**src/rtl/jhs_pkg.sv**
```systemverilog
`timescale 1ns/1ps
package jhs_pkg;

  typedef enum logic [1:0] {
    JOP_RESET = 2'd0,
    JOP_IR    = 2'd1,
    JOP_DR    = 2'd2,
    JOP_NONE  = 2'd3
  } jop_e;

  localparam int RESET_HI = 8;  // TMS-high clocks before the final low one

  // clocks spent walking from Run-Test/Idle into the shift state
  function automatic int walk_bits(jop_e op);
    case (op)
      JOP_IR:  return 4;
      JOP_DR:  return 3;
      default: return 0;
    endcase
  endfunction

  function automatic int shift_bits(jop_e op, int len, int ir_w);
    case (op)
      JOP_IR:  return ir_w;
      JOP_DR:  return len;
      default: return 0;
    endcase
  endfunction

  function automatic int total_bits(jop_e op, int len, int ir_w);
    if (op == JOP_RESET) return RESET_HI + 1;
    return walk_bits(op) + shift_bits(op, len, ir_w) + 2;
  endfunction

  function automatic logic tms_at(jop_e op, int idx, int len, int ir_w);
    int w;
    int s;
    if (op == JOP_RESET) return idx < RESET_HI;
    w = walk_bits(op);
    s = shift_bits(op, len, ir_w);
    if (idx < w) return (op == JOP_IR) ? (idx < 2) : (idx == 0);
    if (idx < w + s) return idx == w + s - 1;  // last shift bit exits
    return idx == w + s;                       // Exit1 -> Update, then Idle
  endfunction

  function automatic logic in_shift(jop_e op, int idx, int len, int ir_w);
    int w;
    w = walk_bits(op);
    return (op != JOP_RESET) && (idx >= w) && (idx < w + shift_bits(op, len, ir_w));
  endfunction

  function automatic int clamp_len(int raw, int max_w);
    if (raw < 1) return 1;
    if (raw > max_w) return max_w;
    return raw;
  endfunction

endpackage

```
**src/rtl/jhs_tck_gen.sv**
```systemverilog
`timescale 1ns/1ps
module jhs_tck_gen #(
  parameter int HALF = 2
) (
  input  logic clk,
  input  logic rst_n,
  input  logic active,
  input  logic more,
  output logic tck,
  output logic fall_evt,
  output logic rise_evt,
  output logic end_evt
);
  localparam int CW = (HALF > 1) ? $clog2(HALF) : 1;
  localparam logic [CW-1:0] LAST = CW'(HALF - 1);

  logic [CW-1:0] cnt;
  logic          phase_done;

  assign phase_done = (cnt == LAST);
  assign fall_evt   = active && tck && phase_done && more;
  assign rise_evt   = active && !tck && phase_done;
  assign end_evt    = active && tck && phase_done && !more;

  always_ff @(posedge clk) begin
    if (!rst_n || !active) begin
      cnt <= LAST;
      tck <= 1'b1;
    end else if (phase_done) begin
      cnt <= '0;
      if (fall_evt)      tck <= 1'b0;
      else if (rise_evt) tck <= 1'b1;
    end else begin
      cnt <= cnt + CW'(1);
    end
  end

  generate
    if (HALF > 1) begin : g_phase_chk
      p_min_phase_r2: assert property (@(posedge clk) disable iff (!rst_n)
        (tck != $past(tck)) |=> (tck == $past(tck)));
    end
  endgenerate

endmodule

```
**src/rtl/jhs_seq.sv**
```systemverilog
`timescale 1ns/1ps
module jhs_seq
  import jhs_pkg::*;
#(
  parameter int DATA_W = 32,
  parameter int IR_W   = 5,
  parameter int LEN_W  = 6,
  parameter int IDX_W  = 6
) (
  input  logic              clk,
  input  logic              rst_n,
  input  logic              cmd_valid,
  input  logic [1:0]        cmd_op,
  input  logic [LEN_W-1:0]  cmd_len,
  input  logic [DATA_W-1:0] cmd_data,
  input  logic              tck,
  input  logic              fall_evt,
  input  logic              end_evt,
  output logic              accept,
  output logic              busy,
  output logic              cmd_ready,
  output logic              done,
  output logic              more,
  output logic              cur_shift,
  output logic [LEN_W-1:0]  nbits,
  output logic              tms,
  output logic              tdi
);
  jop_e              op_q;
  logic [LEN_W-1:0]  len_q;
  logic [DATA_W-1:0] dsr;
  logic [IDX_W-1:0]  idx_q;
  logic [IDX_W-1:0]  tot_q;
  logic [LEN_W-1:0]  len_eff;
  logic [IDX_W-1:0]  tot_eff;
  logic              tms_now;
  logic              sh_now;

  assign cmd_ready = !busy;
  assign accept    = cmd_valid && !busy && (cmd_op != JOP_NONE);
  assign more      = (idx_q != tot_q);
  assign len_eff   = LEN_W'(clamp_len(int'(cmd_len), DATA_W));
  assign tot_eff   = IDX_W'(total_bits(jop_e'(cmd_op), int'(len_eff), IR_W));
  assign nbits     = LEN_W'(shift_bits(op_q, int'(len_q), IR_W));

  always_comb begin
    tms_now = tms_at(op_q, int'(idx_q), int'(len_q), IR_W);
    sh_now  = in_shift(op_q, int'(idx_q), int'(len_q), IR_W);
  end

  always_ff @(posedge clk) begin
    if (!rst_n) begin
      busy      <= 1'b0;
      done      <= 1'b0;
      op_q      <= JOP_RESET;
      len_q     <= LEN_W'(1);
      dsr       <= '0;
      idx_q     <= '0;
      tot_q     <= '0;
      cur_shift <= 1'b0;
      tms       <= 1'b0;
      tdi       <= 1'b0;
    end else begin
      done <= 1'b0;
      if (accept) begin
        busy  <= 1'b1;
        op_q  <= jop_e'(cmd_op);
        len_q <= len_eff;
        dsr   <= cmd_data;
        idx_q <= '0;
        tot_q <= tot_eff;
      end else if (fall_evt) begin
        tms       <= tms_now;
        cur_shift <= sh_now;
        tdi       <= sh_now ? dsr[0] : 1'b0;
        if (sh_now) dsr <= dsr >> 1;
        idx_q     <= idx_q + IDX_W'(1);
      end else if (end_evt) begin
        busy <= 1'b0;
        done <= 1'b1;
      end
    end
  end

  // pins move only with the falling edge of TCK
  p_pins_on_fall_r6: assert property (@(posedge clk) disable iff (!rst_n)
    ((tms != $past(tms)) || (tdi != $past(tdi))) |-> (!tck && $past(tck)));

  // completion: TAP parked in Idle with TCK high
  p_done_parked_r8: assert property (@(posedge clk) disable iff (!rst_n)
    done |-> (!busy && tck && !tms));

  p_done_single_r8: assert property (@(posedge clk) disable iff (!rst_n)
    done |=> !done);

  p_accept_busy_r8: assert property (@(posedge clk) disable iff (!rst_n)
    (cmd_valid && cmd_ready && (cmd_op != 2'd3)) |=> busy);

endmodule

```
**src/rtl/jhs_capture.sv**
```systemverilog
`timescale 1ns/1ps
module jhs_capture #(
  parameter int DATA_W = 32,
  parameter int LEN_W  = 6
) (
  input  logic              clk,
  input  logic              rst_n,
  input  logic              clear,
  input  logic              tck,
  input  logic              rise_evt,
  input  logic              end_evt,
  input  logic              cur_shift,
  input  logic              tdo,
  input  logic [LEN_W-1:0]  nbits,
  output logic [DATA_W-1:0] result
);
  logic [DATA_W-1:0] cap;

  // bits enter at the top; move the n newest down to bit 0
  function automatic logic [DATA_W-1:0] align_right(logic [DATA_W-1:0] v, logic [LEN_W-1:0] n);
    if (n == '0) return '0;
    return v >> (DATA_W - int'(n));
  endfunction

  always_ff @(posedge clk) begin
    if (!rst_n) begin
      cap    <= '0;
      result <= '0;
    end else begin
      if (clear)                      cap <= '0;
      else if (rise_evt && cur_shift) cap <= {tdo, cap[DATA_W-1:1]};
      if (end_evt)                    result <= align_right(cap, nbits);
    end
  end

  p_cap_on_rise_r7: assert property (@(posedge clk) disable iff (!rst_n)
    (cap != $past(cap)) |-> ($rose(tck) || $past(clear)));

endmodule

```
**src/rtl/jtag_host_seq.sv**
```systemverilog
`timescale 1ns/1ps
module jtag_host_seq #(
  parameter int DATA_W   = 32,
  parameter int IR_W     = 5,
  parameter int HALF_DIV = 2,
  localparam int LEN_W   = $clog2(DATA_W + 1)
) (
  input  logic              clk,
  input  logic              rst_n,
  input  logic              cmd_valid,
  input  logic [1:0]        cmd_op,
  input  logic [LEN_W-1:0]  cmd_len,
  input  logic [DATA_W-1:0] cmd_data,
  output logic              cmd_ready,
  output logic              busy,
  output logic              done,
  output logic [DATA_W-1:0] result,
  output logic              tck,
  output logic              tms,
  output logic              tdi,
  input  logic              tdo
);
  localparam int IDX_W = $clog2(DATA_W + IR_W + 8);

  logic             accept;
  logic             more;
  logic             fall_evt;
  logic             rise_evt;
  logic             end_evt;
  logic             cur_shift;
  logic [LEN_W-1:0] nbits;

  jhs_tck_gen #(.HALF(HALF_DIV)) u_tck (
    .clk      (clk),
    .rst_n    (rst_n),
    .active   (busy),
    .more     (more),
    .tck      (tck),
    .fall_evt (fall_evt),
    .rise_evt (rise_evt),
    .end_evt  (end_evt)
  );

  jhs_seq #(.DATA_W(DATA_W), .IR_W(IR_W), .LEN_W(LEN_W), .IDX_W(IDX_W)) u_seq (
    .clk       (clk),
    .rst_n     (rst_n),
    .cmd_valid (cmd_valid),
    .cmd_op    (cmd_op),
    .cmd_len   (cmd_len),
    .cmd_data  (cmd_data),
    .tck       (tck),
    .fall_evt  (fall_evt),
    .end_evt   (end_evt),
    .accept    (accept),
    .busy      (busy),
    .cmd_ready (cmd_ready),
    .done      (done),
    .more      (more),
    .cur_shift (cur_shift),
    .nbits     (nbits),
    .tms       (tms),
    .tdi       (tdi)
  );

  jhs_capture #(.DATA_W(DATA_W), .LEN_W(LEN_W)) u_cap (
    .clk       (clk),
    .rst_n     (rst_n),
    .clear     (accept),
    .tck       (tck),
    .rise_evt  (rise_evt),
    .end_evt   (end_evt),
    .cur_shift (cur_shift),
    .tdo       (tdo),
    .nbits     (nbits),
    .result    (result)
  );

  p_tck_idle_r1: assert property (@(posedge clk) disable iff (!rst_n)
    !busy |-> tck);

  p_result_with_done_r7: assert property (@(posedge clk) disable iff (!rst_n)
    (result != $past(result)) |-> done);

endmodule

```
**config.mk**
```make
export PLATFORM = sky130hd
export DESIGN_NAME = jtag_host_seq
export DESIGN_NICKNAME = d
export VERILOG_FILES = /design/src/rtl/jhs_pkg.sv /design/src/rtl/jhs_tck_gen.sv /design/src/rtl/jhs_seq.sv /design/src/rtl/jhs_capture.sv /design/src/rtl/jtag_host_seq.sv
export SDC_FILE = /design/constraint.sdc
export NUM_CORES = 1
export LEC_CHECK = 0
export CAP_MARGIN = 20
export CORE_UTILIZATION = 40
export DETAILED_ROUTE_END_ITERATION = 10
export GPL_ROUTABILITY_DRIVEN = 0
export HOLD_SLACK_MARGIN = 0.06
export PLACE_DENSITY = 0.71
export SLEW_MARGIN = 20
export SYNTH_ARGS = -nofsm -noshare
export SYNTH_HDL_FRONTEND = slang
export SYNTH_SLANG_ARGS = --single-unit
```
**constraint.sdc**
```tcl
create_clock -name clk -period 5 [get_ports clk]
set_input_delay 0.75 -clock clk [delete_from_list [all_inputs] [get_ports clk]]
set_output_delay 0.75 -clock clk [all_outputs]
set_load 0.02 [all_outputs]
```
==> flow_summary_export.csv <==
group,metric,value,unit
finish,nNetsFinal,1024,
clock_tree,cts_root_buf,"clkbuf_16",
power,p_sw,0.0007363,W
synth,netlist_area,0.007627,mm²
drt,first_pass_iters,10,
drt,wl_per_cell,16.36,µm
finish,layout_common_cells,"nand2_1, dfxtp_1, clkdlybuf4s50_1",
drt,drt-total-wl,19620,µm
floorplan,start_util,40.78,%
clock_tree,postCtsResizedCells,0,
drt,ant_nets,0,
floorplan,io_pins,82,
clock_tree,cts_tree,"yes",
synth,synthArstFlopShare,0,%
worst_setup_path,crit_start,"u_seq.op_q[0]",
sta,worstMarginPinSlew,0.8346,ns
worst_setup_path,critPathMaxFanout,34,
grt,grt_pass1_wl,32210,µm
synth,seq_area_frac_synth,32.28,%
finish,areaGrowthSynthToFinish,19.75,%
power,combPwrFrac,13.0,%
placement,port_buffers,81,
clock_tree,numClockSinks,123,
synth,syn_inst,907,
worst_setup_path,endpoint_kind,"flip-flop",
sta,setup_viol,0,
clock_tree,h-tree-depth,4,
floorplan,coreArea,0.01871,mm²
worst_setup_path,reg2reg_from,"u_seq.op_q[0]",
power,finalPower,0.002601,W
clock_tree,clk_pin_slew_worst_paths,0.07,ns
drt,drc,1,
power,peakVddDrop,0.0002403,V
sta,timing.fmax,0.2278,GHz
worst_setup_path,worstPathRequired,5.34,ns
power,cellLeakagePower,3.258,nW
synth,ys_ff_latch,123,
grt,antenna_found_initial,0,
hold_path,worstHoldPathType,"reg -> reg",
placement,dp_hpwl,13890,µm
clock_tree,clk_latency,0.43,ns
synth,synth_area_per_cell,8.409,µm²
run,maxCapViolCount,0,
synth,synth_cell_type_count,68,
sta,relSlewSlack,44.20,%
sta,finalSetupTns,0,ns
finish,drive_gt1_share,9.741,%
floorplan,die_y,140.1,µm
clock_tree,holdBufCountCts,0,
grt,grt_max_degree,60,
hold_path,holdCritStartpoint,"u_seq.dsr[8]",
drt,first_iter_violations,743,
grt,track_usage,20.41,%
synth,ys.warnings.count,0,
floorplan,die_area,0.01962,mm²
sta,finClkSkew,0.009982,ns
sta,period_needed,4.389,ns
power,pwr-share-seq,39.8,%
worst_setup_path,start_kind,"flip-flop",
finish,layout_commonest_cell,"nand2_1",
clock_tree,numCtsBuffers,17,
worst_setup_path,crit_type,"reg -> reg",
grt,overflow,0,
sta,grt_setup_unrepaired,"false",
power,p_sw_share,28.31,%
clock_tree,clockBufferDepth,2,
floorplan,rows,50,
power,p_per_area,284.8,mW/mm²
run_status,failed_checks,"design-rule violations",
floorplan,die_w,140.1,µm
sta,hold_viol,0,
grt,grt_pass1_vias,6272,
clock_tree,postCtsSetupBuffers,0,
synth,syn_nets,979,
sta,min_period_over_period,87.78,%
drt,vias_per_cell,5.694,
power,p_clk_share,47.2,%
finish,diodes,0,
worst_setup_path,worstPathArrival,4.73,ns
sta,finalMaxSlewViolations,0,
power,internal_power,0.001865,W
synth,synth_top_flop_cell,"dfxtp_1",
synth,synth_edf_count,0,
drt,vias,6827,
run_status,status,"complete, but fails checks",
## synth_stat cells, drive strengths merged, types with 2 or more instances
master  instances  area share, %
o211ai          2           0.20
nand4b          4           0.46
a221oi          6           0.69
a21oi          67            4.4
a21boi         39            3.8
or4             2           0.20
xnor2           7           0.80
o22ai           3           0.25
nor2b          20            1.6
a22oi          38            3.7
dfxtp         123             32
o21a            3           0.30
a21o            6           0.59
nor4            7           0.66
ha             27            4.4
mux2            6           0.89
nand3          22            1.4
nand2         162            8.0
a32o            2           0.26
or3             2           0.16
o21ai          45            3.0
nand4           3           0.25
a31o            4           0.46
nand3b          7           0.69
and2           14            1.1
nor2           39            1.9
mux2i          41            5.4
clkbuf         48            2.4
a31oi           6           0.49
a22o            3           0.34
a211oi          2           0.36
inv            33            1.6
mux4           29            8.6
buf            19            1.3
a32oi           5           0.67
nand2b          4           0.33
or2             2           0.16
and3            3           0.25
xor2           10            1.1
o31ai           9           0.95
nor3           16            1.1
a211o           2           0.23
o31a            3           0.34
## cells by family (layout without fill, tap and decap cells)
logic type	count (synthesis)	count (layout)	synth area share, %
AO/OA/AOI/OAI	253	253	22.16
XOR/XNOR	17	17	1.952
adder cells (fa/ha/maj)	28	28	4.692
buffers and inverters	100	158	5.298
flip-flops	123	123	32.28
multiplexers	76	76	14.83
AND/OR/NAND/NOR	310	310	18.78
## metal layers
| layer | vias to the layer above | track usage, % | part of all wire, % |
|---|---|---|---|
| met1 | 3218 | 28.55 | 48 |
| met3 | 28 | 3.248 | 4.5 |
| met4 | 0 | 8.155 | 2.2 |
| met5 | - | 0 | 0 |
| li1 | 3362 | - | - |
| met2 | 219 | 31.37 | 45 |
## flip-flops by register name, summed over array words and instances, names as in the netlist
register / cells
u_cap.cap: 32
u_cap.result: 32
u_seq.dsr: 32
u_seq.idx_q: 6
u_seq.len_q: 6
u_seq.tot_q: 6
u_seq.op_q: 2
u_seq.busy: 1
u_seq.cur_shift: 1
u_seq.done: 1
u_seq.tdi: 1
u_seq.tms: 1
u_tck.cnt: 1
u_tck.tck: 1
## per-stage QoR
step                      worst slack [ns]  area (µm²)  hold WS, ns  utilization, %  cells
after detailed placement            0.7103        8539       0.4405           45.65   1167
after global routing                0.2368        9134       0.4761           48.83   1199
after floorplan                     0.8025        7627       0.4139               -    907
after CTS                           0.6750        9133       0.4580           48.82   1199
final                               0.6109        9134       0.4549           48.83   1199
after global placement              0.8880        8539       0.4377           45.65   1167
## final timing paths
kind | to | slack, ns | depth (start not counted)
worst max-delay path | u_seq.dsr[15] | 0.61 | 17
worst min-delay path | u_seq.dsr[8] | 0.45 | 2
worst max register to register | u_seq.dsr[15] | 0.61 | 17
worst min register to register | u_seq.dsr[8] | 0.45 | 2
## worst max-delay path, stage by stage, from the launching register on
cell and delay, ns:
dfxtp_1 0.38, inv_1 0.08, ha_1 0.62, nand2_2 0.27
inv_2 0.12, ha_1 0.25, ha_1 0.23, a21boi_1 0.26
nor3_1 0.08, a311oi_1 0.42, ha_1 0.32, nand2_1 0.08
a21oi_1 0.06, o21ai_1 0.29, and2_1 0.18, buf_4 0.34
a22oi_1 0.14, a21boi_0 0.17
## power groups by stage
stage                     Clock, W  Sequential [W]  Combinational, W
after floorplan                  0         0.00105          0.000231
after global placement           0         0.00106          0.000333
after detailed placement         0         0.00106          0.000336
after CTS                  0.00125         0.00104          0.000338
after global routing       0.00129         0.00104          0.000374
final                      0.00123         0.00104          0.000339
## cell type report
type	instances	area [µm²]
fillers	1709	9572
multi-input cells	684	4766
clock buffers	17	425.4
repair buffers	93	895.9
well taps	234	292.8
flip-flops and latches	123	2462
clock inverters	15	167.7
inverters	33	123.9
(Power assumes the default switching activity.)
